<file path="src/rtl/aclk_cfg_pkg.sv">
package aclk_cfg_pkg;
   localparam int NUM_OUT = 6;
   localparam int FRAME_W = 16;
   localparam logic [5:0] FRAME_TAG = 6'b011100;

   typedef enum logic [1:0] {
      GRP_48  = 2'b00,
      GRP_44  = 2'b01,
      GRP_32  = 2'b10,
      GRP_RSV = 2'b11
   } grp_e;

   typedef struct packed {
      grp_e               grp;
      logic               dbl;
      logic [NUM_OUT-1:0] en;
   } cfg_t;

   localparam cfg_t CFG_DEFAULT = '{grp: GRP_48, dbl: 1'b0, en: {NUM_OUT{1'b1}}};
endpackage

</file>
<file path="src/rtl/aclk_por.sv">
module aclk_por #(
   parameter int CYCLES = 1024
) (
   input  logic clk_i,
   input  logic supply_ok_i,
   output logic done_o
);
   localparam int CW = $clog2(CYCLES + 1);

   if (CYCLES < 2) begin : g_bad_cycles
      $error("aclk_por: CYCLES must be at least 2");
   end

   logic [CW-1:0] cnt_q;

   always_ff @(posedge clk_i or negedge supply_ok_i) begin
      if (!supply_ok_i) begin
         cnt_q  <= '0;
         done_o <= 1'b0;
      end else if (!done_o) begin
         if (cnt_q == CW'(CYCLES - 1)) done_o <= 1'b1;
         cnt_q <= cnt_q + 1'b1;
      end
   end
endmodule

</file>
<file path="src/rtl/aclk_ser_rx.sv">
module aclk_ser_rx
   import aclk_cfg_pkg::*;
(
   input  logic               clk_i,
   input  logic               supply_ok_i,
   input  logic               ser_clk_i,
   input  logic               ser_dat_i,
   input  logic               ser_lat_i,
   output logic [FRAME_W-1:0] frame_o,
   output logic               commit_o
);
   logic sck_q, sck_qq, dat_q, lat_q, lat_qq;
   logic [FRAME_W-1:0] shreg_q;

   always_ff @(posedge clk_i or negedge supply_ok_i) begin
      if (!supply_ok_i) begin
         sck_q   <= 1'b0;
         sck_qq  <= 1'b0;
         dat_q   <= 1'b0;
         lat_q   <= 1'b0;
         lat_qq  <= 1'b0;
         shreg_q <= '0;
      end else begin
         sck_q  <= ser_clk_i;
         sck_qq <= sck_q;
         dat_q  <= ser_dat_i;
         lat_q  <= ser_lat_i;
         lat_qq <= lat_q;
         if (sck_q && !sck_qq) shreg_q <= {shreg_q[FRAME_W-2:0], dat_q};
      end
   end

   assign frame_o  = shreg_q;
   assign commit_o = lat_q & ~lat_qq;
endmodule

</file>
<file path="src/rtl/aclk_cfg_sel.sv">
module aclk_cfg_sel
   import aclk_cfg_pkg::*;
(
   input  logic               clk_i,
   input  logic               supply_ok_i,
   input  logic               por_done_i,
   input  logic               serial_mode_i,
   input  logic [1:0]         grp_pin_i,
   input  logic               dbl_pin_i,
   input  logic               half_sel_i,
   input  logic [FRAME_W-1:0] frame_i,
   input  logic               commit_i,
   output cfg_t               cfg_o,
   output logic               half_o
);
   logic       mode_q, dbl_q, half_in_q;
   grp_e       grp_q;
   cfg_t       cfg_q;
   logic       half_q;
   logic       frame_ok;
   grp_e       frame_grp;

   assign frame_grp = grp_e'(frame_i[1:0]);
   assign frame_ok  = (frame_i[FRAME_W-1 -: 6] == FRAME_TAG) && !frame_i[3];

   always_ff @(posedge clk_i or negedge supply_ok_i) begin
      if (!supply_ok_i) begin
         mode_q    <= 1'b0;
         grp_q     <= GRP_48;
         dbl_q     <= 1'b0;
         half_in_q <= 1'b0;
         cfg_q     <= CFG_DEFAULT;
         half_q    <= 1'b0;
      end else begin
         mode_q    <= serial_mode_i;
         grp_q     <= grp_e'(grp_pin_i);
         dbl_q     <= dbl_pin_i;
         half_in_q <= half_sel_i;
         if (por_done_i) begin
            half_q <= half_in_q;
            if (!mode_q) begin
               if (grp_q != GRP_RSV) cfg_q.grp <= grp_q;
               cfg_q.dbl <= dbl_q;
               cfg_q.en  <= {NUM_OUT{1'b1}};
            end else if (commit_i && frame_ok) begin
               if (frame_grp != GRP_RSV) cfg_q.grp <= frame_grp;
               cfg_q.dbl <= frame_i[2];
               cfg_q.en  <= frame_i[4 +: NUM_OUT];
            end
         end
      end
   end

   assign cfg_o  = cfg_q;
   assign half_o = half_q;
endmodule

</file>
<file path="src/rtl/aclk_out_gate.sv">
module aclk_out_gate #(
   parameter int N = 6
) (
   input  logic         clk_i,
   input  logic         supply_ok_i,
   input  logic [N-1:0] lvl_i,
   input  logic [N-1:0] tgt_i,
   output logic [N-1:0] en_o,
   output logic [N-1:0] gated_o
);
   for (genvar k = 0; k < N; k++) begin : g_out
      always_ff @(posedge clk_i or negedge supply_ok_i) begin
         if (!supply_ok_i)   en_o[k] <= 1'b1;
         else if (!lvl_i[k]) en_o[k] <= tgt_i[k];
      end
      assign gated_o[k] = lvl_i[k] & en_o[k];
   end
endmodule

</file>
<file path="src/rtl/aclk_cfg_top.sv">
module aclk_cfg_top
   import aclk_cfg_pkg::*;
#(
   parameter int POR_CYCLES = 1024
) (
   input  logic               clk_i,
   input  logic               supply_ok_i,
   input  logic               serial_mode_i,
   input  logic [1:0]         grp_pin_i,
   input  logic               dbl_pin_i,
   input  logic               half_sel_i,
   input  logic               ser_clk_i,
   input  logic               ser_dat_i,
   input  logic               ser_lat_i,
   input  logic [NUM_OUT-1:0] clk_lvl_i,
   output logic [2:0]         fs_sel_o,
   output logic               half_o,
   output logic [NUM_OUT-1:0] en_o,
   output logic [NUM_OUT-1:0] gated_o,
   output logic               por_done_o
);
   logic [FRAME_W-1:0] frame_w;
   logic               commit_w;
   cfg_t               cfg_w;

   aclk_por #(.CYCLES(POR_CYCLES)) por_i (
      .clk_i(clk_i), .supply_ok_i(supply_ok_i), .done_o(por_done_o));

   aclk_ser_rx rx_i (
      .clk_i(clk_i), .supply_ok_i(supply_ok_i), .ser_clk_i(ser_clk_i),
      .ser_dat_i(ser_dat_i), .ser_lat_i(ser_lat_i),
      .frame_o(frame_w), .commit_o(commit_w));

   aclk_cfg_sel sel_i (
      .clk_i(clk_i), .supply_ok_i(supply_ok_i), .por_done_i(por_done_o),
      .serial_mode_i(serial_mode_i), .grp_pin_i(grp_pin_i),
      .dbl_pin_i(dbl_pin_i), .half_sel_i(half_sel_i),
      .frame_i(frame_w), .commit_i(commit_w),
      .cfg_o(cfg_w), .half_o(half_o));

   aclk_out_gate #(.N(NUM_OUT)) gate_i (
      .clk_i(clk_i), .supply_ok_i(supply_ok_i), .lvl_i(clk_lvl_i),
      .tgt_i(cfg_w.en), .en_o(en_o), .gated_o(gated_o));

   assign fs_sel_o = {cfg_w.dbl, cfg_w.grp};
endmodule

</file>
<file path="config.mk">
export PLATFORM = sky130hd
export DESIGN_NAME = aclk_cfg_top
export DESIGN_NICKNAME = d
export VERILOG_FILES = /design/src/rtl/aclk_cfg_pkg.sv /design/src/rtl/aclk_por.sv /design/src/rtl/aclk_ser_rx.sv /design/src/rtl/aclk_cfg_sel.sv /design/src/rtl/aclk_out_gate.sv /design/src/rtl/aclk_cfg_top.sv
export SDC_FILE = /design/constraint.sdc
export NUM_CORES = 1
export LEC_CHECK = 0
export ABC_AREA = 1
export ABC_CLOCK_PERIOD_IN_PS = 2800
export BUFFER_PORTS_ARGS = -buffer_cell sky130_fd_sc_hd__buf_4
export CAP_MARGIN = 20
export CORE_AREA = 2 2 72 74
export CTS_CLUSTER_DIAMETER = 200
export DETAILED_ROUTE_END_ITERATION = 7
export DIE_AREA = 0 0 74 76
export GPL_TIMING_DRIVEN = 0
export PLACE_DENSITY = 0.66
export SLEW_MARGIN = 5
export SYNTH_ARGS = -nofsm -noshare
export SYNTH_HDL_FRONTEND = slang
export SYNTH_SLANG_ARGS = --single-unit
export TNS_END_PERCENT = 5
</file>
<file path="constraint.sdc">
create_clock -name clk_i -period 2.8 [get_ports clk_i]
set_input_delay 0.14 -clock clk_i [delete_from_list [all_inputs] [get_ports clk_i]]
set_output_delay 0.14 -clock clk_i [all_outputs]
set_load 0.01 [all_outputs]
</file>
After elaboration in Yosys (flattened, before gate mapping)
Cells that the tools add are included. Widths: inputs -> output; s select.

$add $sub $neg: 1. Eq/ne operators: 6. Multiplexer cells: 6. Bitwise operators: 8. Reductions and logical operators: 8.

Operator list (count): $mux 9 (2); $add 11x1->11 const B (1); $eq 11x10->1 const B (1); $ne 2x2->1 const B (4); $and 1x1->1 (7); $eq 6x5->1 const B (1); $mux 2 (2); $reduce_and 4->1 (1); $logic_and 1x1->1 (3); $logic_not 1->1 (2); $mux 1 (2); $reduce_and 2->1 (1); $reduce_bool 2->1 (1); $not 1->1 (1).

Register bits: 54. Bits of input ports: 16. Output and inout bits: 17. Word-level logic and storage cells: 51.

Depth between registers and ports, before layout
Depth after elaboration: 5. Gate-level depth with buffers: 9. Gate-level depth less buffers: 8.

Modules after synthesis
Synthesis repeated with hierarchy kept, for this count alone.

Cells, all modules: 252. Area total of the unflattened synthesis: 2367.3 sq um.

Modules (own cells, without submodules): aclk_ser_rx (times used 1, cells an instance 77, area each 810.8 sq um); aclk_cfg_sel (times used 1, cells an instance 70, area each 680.7 sq um); aclk_por (times used 1, cells an instance 69, area each 605.6 sq um); aclk_out_gate (times used 1, cells an instance 36, area each 270.3 sq um).

Worst setup path before layout
OpenSTA, ideal clock, no wires.

Path kind: reg-to-reg. Start point: register por_i.done_o. End point: register por_i.cnt_q[10]. Library setup time: 123 ps. Arrival: 1044 ps. Required time: 2677 ps. Setup slack: 1632 ps. Stages on the path, launching flop included: 6. Path buffers: 1. Clock period less this slack: 1168 ps. Cell sequence: dfrtp_1 buf_6 nor2_1 nand2_1 o21ai_1 o21ai_1.

RTL lines: start: declaration (RTL line aclk_por.sv:6) `output logic done_o`; start signal: assignment (RTL line aclk_por.sv:19) `done_o <= 1'b0;`; start signal: assignment (RTL line aclk_por.sv:21) `if (cnt_q == CW'(CYCLES - 1)) done_o <= 1'b1;`; end signal: assignment (RTL line aclk_por.sv:22) `cnt_q <= cnt_q + 1'b1;`; end: declaration (RTL line aclk_por.sv:14) `logic [CW-1:0] cnt_q;`.

Worst setup path after layout
Start point: register por_i.cnt_q[0]. End point: register por_i.cnt_q[10].

Longest elaborated chain between the ends: 1.

RTL lines (RTL line): $add 11x1->11 (aclk_por.sv:22).

No other way between the ends. A chain may end at the register's enable or synchronous reset.

==> implementation parameters <==
Parameter                              Value

Outcome
  Result of the run    finished clean

Drt
  Via Count    around 1,500
  Number of DRC violations after detailed routing    0
  Routed WL    3340 µm
  DR WL/cell    roughly 10 µm
  Starting DRT DRC Count    31
  Via density    about 4.4
  DRT Pass-1 Iters    4
  Detail Route Antenna Nets    0

Timing
  Final Hold Vio Count    0
  Period minus WS final    around 1.3 ns
  Total negative slack    0 ns
  Final-report max-slew violation count    0
  Setup Viol. Count Final    0
  Setup repair after global routing missed its margin    false
  Max Fclk    just under 800 MHz
  Slew at the pin closest to its max-slew limit    0.646 ns
  Rel. slew slack    approximately 57%
  Worst clock skew    0.00654 ns
  Fin crit share    a little under half

Synthesis
  Mean post-synth cell area    10.4 µm²
  Compound-Gate Fraction of Synth Area    7.86%
  EDFF count, synth    0
  Adder and majority gate portion of the synthesized area    0.574%
  Post-synthesis share of cell area spent on and, or, nand and nor gates    between 10% and 20%
  Count of state elements after synthesis    54
  Count of unique library cells instantiated by Yosys    25
  Synthesized netlist net count    approximately 230
  Multiplexer share of the synthesized area    3.62%
  Number of instances in the synthesized netlist    210
  Largest family of logic cells by synthesized area    simple AND/OR/NAND/NOR gates
  Share of synthesized area occupied by flip-flops and latches    62.7%
  YS warnings    0
  Post-synthesis share of cell area spent on xor and xnor gates    around 2.8%
  Top flip-flop cell by instance count after synthesis    sky130_fd_sc_hd__dfrtp_1
  Post-Synthesis Cell Area    2180 µm²
  Share of synthesized flip-flops with an asynchronous set or reset    100%

Floorplan
  Top Ports    33
  Die Outline Area    about 5600 µm²
  Effective utilization at floorplan    around 44%
  Horizontal die dimension    about 74 µm
  Standard-cell rows    26
  Total core area    roughly 4900 µm²
  Die Y-Extent    about 76 µm

Layout
  Commonest cells after routing, fill and taps aside    sky130_fd_sc_hd__nand2_1 (44), sky130_fd_sc_hd__dfrtp_1 (42), sky130_fd_sc_hd__buf_4 (35)
  N_diodes    0
  Fill cells    440
  Number of nets at the end of the flow    between 200 and 300
  Synth-to-Final Area Change    25.2%
  Leading cell type in the layout, fill and taps excluded    sky130_fd_sc_hd__nand2_1
  Proportion of layout cells with a drive suffix above 1    between 30% and 40%

Clocking
  Setup Fix Bufs, Post-CTS    0
  Post-CTS Hold Fix Bufs    13
  Quantity of gates resized following cts    0
  Count of clock tree sinks    54
  Num CTS Buffers    5
  Clock network latency to the later pin of the worst-skew pair    ~0.3 ns
  Clock buffer depth    2
  CTS clock-pin slew for the worst setup and hold paths    0.08 ns
  Clock Root Buffer    sky130_fd_sc_hd__clkbuf_8
  TritonCTS clock tree    built
  H-tree levels    2

Worst setup path
  R2R Path End    por_i.cnt_q[10]$_DFFE_PN0N_
  Critical path endpoint category    register
  Endpoint required time on the critical path    2.99 ns
  Critical path launch point type    register
  Beginning of the worst register-to-register path    por_i.cnt_q[0]$_DFFE_PN0N_
  Critical path arrival    1.47 ns
  Reg2Reg Depth    6
  Worst Path Class, Setup    register to register
  Setup slack of the most critical reg-to-reg path    ~1.5 ns
  Largest driver fanout on the critical path    4

Hold path
  Worst min-delay path class    input pin to register
  Hold wc startpoint    clk_lvl_i[1]
  Number of cells traversed by the worst hold path    2
  End point of the worst hold path    gate_i.en_o[1]$_DFFE_PN1N_

Global routing
  Combined global-route utilization of all metal layers    between 10% and 20%
  Remaining Overflow, GRT    0
  Initial antenna violation count    0
  Vias in the first global route    roughly 1,400
  Global-route wire length before repair    between 5000 and 6000 µm
  Largest net degree at the start of global routing    55

Power
  Leakage power    between 1 and 1.5 nW
  Highest ir drop seen on vdd    ~0.00034 V
  Overall power consumption    1.47 mW
  Ratio of total power to cell area    approximately 540 nW/µm²

Placed design
  Number of I/O port buffers    32
  Final weighted congestion of routability-driven global placement    0.736
  Estimated wirelength of the detail-placed design    around 2300 µm

Run
  Max-cap violations    0
[kinds of logic (layout without fill, tap and decap cells)]
kind of cell | count (synthesis) | after routing
buffers and inverters | 33 | 86
DFF | 54 | 54
and+or+nand+nor | 79 | 79
muxes | 7 | 7
xor gates and xnor gates | 7 | 7
adders and majority gates | 1 | 1
AOI/OAI and AO/OA | 29 | 29
[layer usage]
metal	GRT usage, %	wire (µm)	up-vias
li1	-	-	760
met1	18.4	1610	663
met2	19.8	1510	34
met3	3.97	156	7
met4	5.45	65	0
met5	0	0	-
[registers in the layout, indices dropped and copies added, names as in the netlist]
| name | cells |
|---|---|
| rx_i.frame_o | 16 |
| rx_i.sck_q | 1 |
| sel_i.half_o | 1 |
| sel_i.half_in_q | 1 |
| rx_i.lat_qq | 1 |
| sel_i.cfg_o | 9 |
| rx_i.lat_q | 1 |
| sel_i.dbl_q | 1 |
| sel_i.mode_q | 1 |
| rx_i.sck_qq | 1 |
| sel_i.grp_q | 2 |
| por_i.done_o | 1 |
| por_i.cnt_q | 11 |
| gate_i.en_o | 6 |
| rx_i.dat_q | 1 |
[where the power goes]
part	switching, mW	internal (mW)	total (mW)
clock	0.229	0.200	0.429
sequential	0.0410	0.849	0.890
combinational	0.0748	0.0765	0.151
[worst max path at each step]
stage | start | end | slack (ns) | cells after the start
3_3_place_gp | rx_i.frame_o[11]$_DFFE_PN0P_ | sel_i.cfg_o[6]$_DFFE_PN0P_ | 1.52 | 9
4_1_cts | rx_i.frame_o[3]$_DFFE_PN0P_ | sel_i.cfg_o[6]$_DFFE_PN0P_ | 1.49 | 9
2_1_floorplan | por_i.done_o$_DFF_PN0_ | por_i.cnt_q[10]$_DFFE_PN0N_ | 1.63 | 5
5_1_grt | por_i.cnt_q[0]$_DFFE_PN0N_ | por_i.cnt_q[10]$_DFFE_PN0N_ | 1.41 | 6
6_report | por_i.cnt_q[0]$_DFFE_PN0N_ | por_i.cnt_q[10]$_DFFE_PN0N_ | 1.51 | 6
3_5_place_dp | rx_i.frame_o[3]$_DFFE_PN0P_ | sel_i.cfg_o[6]$_DFFE_PN0P_ | 1.51 | 9
[cell usage after synthesis (4+ instances only)]
cell type	n	area, µm²
sky130_fd_sc_hd__inv_1	24	90.1
sky130_fd_sc_hd__o21ai_0	15	75.1
sky130_fd_sc_hd__xnor2_1	5	43.8
sky130_fd_sc_hd__nor2_1	18	67.6
sky130_fd_sc_hd__mux2_2	7	78.8
sky130_fd_sc_hd__a21oi_1	4	20.0
sky130_fd_sc_hd__dfrtp_1	42	1050
sky130_fd_sc_hd__dfstp_2	12	315
sky130_fd_sc_hd__nand2_1	44	165
sky130_fd_sc_hd__nand2_2	5	31.3
sky130_fd_sc_hd__o21ai_2	7	61.3
sky130_fd_sc_hd__nand4_1	4	25.0
[worst max-delay path, cell delays in order, from the launching register on]
cell and delay [ns]:
sky130_fd_sc_hd__dfrtp_1 0.39, sky130_fd_sc_hd__ha_1 0.18, sky130_fd_sc_hd__nand2_1 0.07, sky130_fd_sc_hd__nor2_1 0.20, sky130_fd_sc_hd__nand2_1 0.14, sky130_fd_sc_hd__o21ai_1 0.13
sky130_fd_sc_hd__o21ai_1 0.07
[final cells by class]
type                    count  area (µm²)  area share (%)
plain buffers               7        53.8            1.97
clock buffers               7        86.3            3.16
clock inverters             1        5.00           0.183
inverters                  26        97.6            3.58
multi-input cells         123         662            24.3
flip-flops and latches     54        1370            50.1
well taps                  70        87.6            3.21
repair buffers             45         370            13.6
[stage by stage]
step / instances / instance area, µm² / hold WS, ns / setup WS [ns] / util, %
finish: 333 / 2730 / 0.00722 / 1.51 / 55.6
global route: 333 / 2730 / 0.0124 / 1.41 / 55.6
CTS: 333 / 2730 / 0.00133 / 1.49 / 55.6
detailed placement: 312 / 2510 / 0.219 / 1.51 / 51.0
global placement: 312 / 2510 / 0.220 / 1.52 / 51.0
floorplan: 210 / 2180 / -0.156 / 1.63 / -
Note: power is estimated with default switching activity, not from simulation.
